`src/rtl/sync_subbuf_ptr_mgr.sv`:
```
module sync_subbuf_ptr_mgr #(
  parameter int AW   = 14,
  parameter int PW   = 12,
  parameter int DW   = 8,
  parameter int BPFW = 8,
  parameter int FCW  = 3
) (
  input  logic            clk,
  input  logic            rst_n,
  input  logic            cfg_en,
  input  logic [AW-1:0]   cfg_base,
  input  logic [PW-1:0]   cfg_depth,
  input  logic [FCW-1:0]  cfg_fcnt,
  input  logic [BPFW-1:0] cfg_bpf,
  input  logic            cfg_mfe,
  input  logic            cfg_mute,
  input  logic            wr_valid,
  input  logic [DW-1:0]   wr_data,
  output logic            wr_ready,
  output logic            rd_valid,
  input  logic            rd_ready,
  output logic [DW-1:0]   rd_data,
  output logic            mem_wr_en,
  output logic [AW-1:0]   mem_wr_addr,
  output logic [DW-1:0]   mem_wr_data,
  output logic [AW-1:0]   mem_rd_addr,
  input  logic [DW-1:0]   mem_rd_data,
  output logic [1:0]      wr_sbc,
  output logic [1:0]      rd_sbc,
  output logic [3:0]      wr_sts,
  output logic [3:0]      rd_sts
);
  localparam int NSB   = 4;
  localparam int FILLW = $clog2(NSB + 1);
  localparam int MAXK  = 6;

  logic [PW-1:0]    wptr, rptr, wofs, rofs, sub_last;
  logic [FCW-1:0]   k;
  logic [FILLW-1:0] fill;
  logic [1:0]       wsbc, rsbc;
  logic             werr, wr_fire, rd_fire, wdone, rdone;

  assign k        = !cfg_mfe ? '0 : (cfg_fcnt > FCW'(MAXK) ? FCW'(MAXK) : cfg_fcnt);
  assign sub_last = (PW'(cfg_bpf) << k) - 1'b1;

  assign wr_ready = cfg_en && (fill != FILLW'(NSB));
  assign rd_valid = cfg_en && (fill != '0);
  assign wr_fire  = wr_valid && wr_ready;
  assign rd_fire  = rd_ready && rd_valid;
  assign wdone    = wr_fire && (wofs == sub_last);
  assign rdone    = rd_fire && (rofs == sub_last);

  assign mem_wr_en   = wr_fire;
  assign mem_wr_addr = cfg_base + AW'(wptr);
  assign mem_wr_data = cfg_mute ? '0 : wr_data;
  assign mem_rd_addr = cfg_base + AW'(rptr);
  assign rd_data     = cfg_mute ? '0 : mem_rd_data;

  assign wr_sbc = wsbc;
  assign rd_sbc = rsbc;
  assign wr_sts = {werr, 1'b0, cfg_en, cfg_mute};
  assign rd_sts = {2'b00, cfg_en, cfg_mute};

  always_ff @(posedge clk) begin
    if (!rst_n) begin
      wptr <= '0;
      rptr <= '0;
      wofs <= '0;
      rofs <= '0;
      wsbc <= '0;
      rsbc <= '0;
      fill <= '0;
      werr <= 1'b0;
    end else begin
      if (wr_fire) begin
        wptr <= (wptr == cfg_depth) ? '0 : wptr + 1'b1;
        wofs <= wdone ? '0 : wofs + 1'b1;
        if (wdone) wsbc <= wsbc + 1'b1;
      end
      if (rd_fire) begin
        rptr <= (rptr == cfg_depth) ? '0 : rptr + 1'b1;
        rofs <= rdone ? '0 : rofs + 1'b1;
        if (rdone) rsbc <= rsbc + 1'b1;
      end
      case ({wdone, rdone})
        2'b10:   fill <= fill + 1'b1;
        2'b01:   fill <= fill - 1'b1;
        default: fill <= fill;
      endcase
      if (wr_valid && !cfg_en) werr <= 1'b1;
    end
  end

  p_wptr_wrap_r2: assert property (@(posedge clk) disable iff (!rst_n)
    (wr_fire && wptr == cfg_depth) |=> (mem_wr_addr == cfg_base));
  p_rptr_wrap_r2: assert property (@(posedge clk) disable iff (!rst_n)
    (rd_fire && rptr == cfg_depth) |=> (mem_rd_addr == cfg_base));
  p_no_overflow_r6: assert property (@(posedge clk) disable iff (!rst_n)
    (fill == FILLW'(NSB) && !rd_fire) |=> (fill == FILLW'(NSB) && $stable(wptr)));
  p_fill_bound_r6: assert property (@(posedge clk) disable iff (!rst_n)
    fill <= FILLW'(NSB));
  p_partial_hidden_r5: assert property (@(posedge clk) disable iff (!rst_n)
    (fill == '0 && !wdone) |=> !rd_valid);
  p_sbc_step_r12: assert property (@(posedge clk) disable iff (!rst_n)
    wdone |=> (wr_sbc == $past(wr_sbc) + 2'd1));
  p_err_sticky_r11: assert property (@(posedge clk) disable iff (!rst_n)
    wr_sts[3] |=> wr_sts[3]);
  p_mute_wdata_r8: assert property (@(posedge clk) disable iff (!rst_n)
    (mem_wr_en && cfg_mute) |-> (mem_wr_data == '0));
endmodule

```
`config.mk`:
```
export PLATFORM = sky130hd
export DESIGN_NAME = sync_subbuf_ptr_mgr
export DESIGN_NICKNAME = d
export VERILOG_FILES = /design/src/rtl/sync_subbuf_ptr_mgr.sv
export SDC_FILE = /design/constraint.sdc
export NUM_CORES = 1
export LEC_CHECK = 0
export BUFFER_PORTS_ARGS = -buffer_cell sky130_fd_sc_hd__buf_2
export CORE_MARGIN = 1.5
export CORE_UTILIZATION = 29
export CTS_CLUSTER_DIAMETER = 40
export CTS_CLUSTER_SIZE = 20
export DETAILED_ROUTE_END_ITERATION = 7
export GPL_TIMING_DRIVEN = 1
export PLACE_DENSITY = 0.45
export SYNTH_ARGS = -nofsm -noshare
export SYNTH_HDL_FRONTEND = slang
export SYNTH_SLANG_ARGS = --single-unit
```
`constraint.sdc`:
```
create_clock -name clk -period 4.57 [get_ports clk]
set_clock_uncertainty 0.05 [all_clocks]
set_input_delay 0.2285 -clock clk [delete_from_list [all_inputs] [get_ports clk]]
set_output_delay 0.2285 -clock clk [all_outputs]
set_load 0.01 [all_outputs]
```
==> flow_metrics.tcl <==
set metrics [dict create \
    end_kind "register" \
    die_h_um 136 \
    finalPower_mw 1.20 \
    yosys_warnings 0 \
    clock-root-buffer "clkbuf_16" \
    rrSetupSlack_ns 0.98 \
    drt_iter0_markers 196 \
    overflow 0 \
    place.gp.congestion 0.848 \
    synth_common_cells "72 x nor2_1, 61 x xnor2_1, 56 x dfxtp_1, 43 x xor2_1, 40 x nand2_1" \
    portBuffers 115 \
    period_minus_slack_ns 4.01 \
    synth_edf_count 0 \
    viasPerCell 4.92 \
    layout_setup_ws_ns 0.565 \
    max_cap_violations 0 \
    drv_slew 0 \
    min_from "wr_valid" \
    areaGrowthSynthToFinish_pct 18.0 \
    rsz0062_at_grt "false" \
    io_pins 119 \
    rows 48 \
    synth_top_area_share_pct 21.8 \
    clock_sinks 56 \
    hold_buffers 0 \
    final_cell_area_sq_um 6060 \
    worstHoldPathType "primary input to register" \
    fin_nets 845 \
    final_cells 977 \
    async_flop_share_pct 0 \
    grt_pass1_wl_mm 23.8 \
    synth_seq_cells 56 \
    cts_buffers 5 \
    fin_crit_sh_pct 87.6 \
    htree_num_levels 2 \
    dp_hpwl_mm 12.1 \
    r2r-start "fill[0]" \
    drc_errors 0 \
    critPathKind "primary input to register" \
    syn-cell-area_sq_um 5140 \
    drt_wl_total_mm 14.8 \
    regToRegEndpoint "fill[2]" \
    syn_area_per_cell_sq_um 7.97 \
    crit_path_cell_trace "buf_2, buf_4, mux2_1, o22a_1, o211ai_1, nand3_1, nor3_1, xnor2_1, or4_4, nor4_1, ha_1, inv_1, fa_1, xor2_1, or3_1, a21oi_1" \
    firstDrtPassIters 7 \
    fin_tns_setup_ns 0 \
    synthCells 645 \
    drive_gt1_share_pct 19.7 \
    vias 4806 \
    critical-path-max-stage-delay_ns 0.48 \
    leakage_nw 2.53 \
    first_global_vias 4571 \
    crit_path_max_fanout 19 \
    worstSkewPairLatency_ns 0.31 \
    setup_viol 0 \
    yosys-top-cells-area "dfxtp_1 22%, xnor2_1 10%, xor2_1 7.3%" \
    worst_r2r_path_depth 14 \
    start_util_pct 29.7 \
    hold_viol_final 0 \
    status "finished clean" \
    max_freq_mhz 250 \
    hold_depth 3 \
    cts_resized 0 \
    grt_antenna_before_repair 0 \
    cp_data_required_time_ns 4.76 \
    wire_per_inst_um 15.2 \
    cts_tree "yes" \
    die_area_sq_um 18500 \
    pre_cts_slack_ns 0.240 \
    utilization_pct 35.1 \
    ant_nets 0 \
    holdWs_ns 0.137 \
    relSlewSlack_pct 22.3 \
    placed_area_sq_um 5920 \
    crit_slowest_cell "or4_4" \
    antenna_cells 0 \
    cts_setup_buffers 0 \
    yosysMostFrequentCell "nor2_1" \
    grt_use_total_pct 16.1 \
    power.density_nw_per_um2 198 \
    placed_cells 970 \
    die_width_um 136 \
    core_area_sq_um 17300 \
    ys.flop_type "dfxtp_1" \
    clk_pin_slew_ns 0.08 \
    synth_largest_area_cell "dfxtp_1" \
    crit_path_start "cfg_fcnt[0]" \
    ys_types 73 \
    cts_buffer_depth 2 \
    startpoint_type "primary input" \
    peakVddDrop_mv 0.186 \
    worst_slew_pin_slew_ns 1.15 \
    hold_end "werr" \
    grt_max_degree 25 \
    seq_area_frac_synth_pct 21.8 \
    cp.arrival_ns 4.20 \
]
-- cell type report --
type | count | area [sq um]
multi-input cells | 526 | 3730
repair buffers | 125 | 651
flip-flops and latches | 56 | 1120
fillers | 1855 | 11200
clock inverters | 2 | 16.3
clock buffers | 5 | 125
well taps | 225 | 282
inverters | 38 | 143
-- worst max-delay path by stage --
stage | slack, ns | to | depth (start not counted)
after detailed placement | 0.24 | fill[2] | 16
after global routing | 0.32 | fill[2] | 16
final | 0.56 | fill[2] | 16
after global placement | 0.34 | fill[2] | 16
after CTS | 0.56 | fill[2] | 16
after floorplan | 0.61 | fill[2] | 15
-- layer usage --
metal  part of all wire, %  vias to the layer above  global-route usage, %
met5                     0                        -                      0
met4                  0.80                        0                   2.48
met3                   2.5                        6                   2.61
met2                    47                       68                   26.7
met1                    49                     2284                   22.2
li1                      -                     2448                      -
-- flip-flops by register name, summed over array words and instances (netlist names) --
signal	count
fill	3
wofs	12
rptr	12
rd_sbc	2
werr	1
wr_sbc	2
rofs	12
wptr	12
-- cell usage in the layout, fill, tap and decap left out, types with 10 or more instances in the layout --
cell	synthesis	routed
nor2b_1	24	24
xnor2_1	61	61
and3_1	13	13
or3_1	12	12
nor2_1	72	72
xor2_1	43	43
dfxtp_1	56	56
inv_1	38	38
nand3_1	25	25
o21ai_0	31	31
a21oi_1	26	26
nand2_1	40	40
buf_2	3	115
nor3_1	13	13
nand4_1	14	14
buf_4	11	10
ha_1	30	30
-- logic make-up after synthesis --
logic type                 count (synthesis)  synth area share [%]
AOI/OAI and AO/OA                        119                  16.0
xor gates and xnor gates                 110                  20.4
adders and majority gates                 33                  8.48
buffers and inverters                     65                  5.92
DFF                                       56                  21.8
muxes                                      7                  1.75
other                                      1                0.0730
and+or+nand+nor                          254                  25.6
-- power breakdown --
part	switching [mW]	internal, mW
clock	0.196	0.203
sequential	0.00404	0.490
combinational	0.172	0.134
-- critical path: cells and delay by family --
| family | cells | cell delay (ns) |
|---|---|---|
| AOI/OAI and AO/OA | 3 | 0.44 |
| and+or+nand+nor | 5 | 1.80 |
| muxes | 1 | 0.38 |
| xor gates and xnor gates | 2 | 0.26 |
| adders and majority gates | 2 | 0.63 |
| buffers and inverters | 3 | 0.44 |
(Power assumes the default switching activity.)
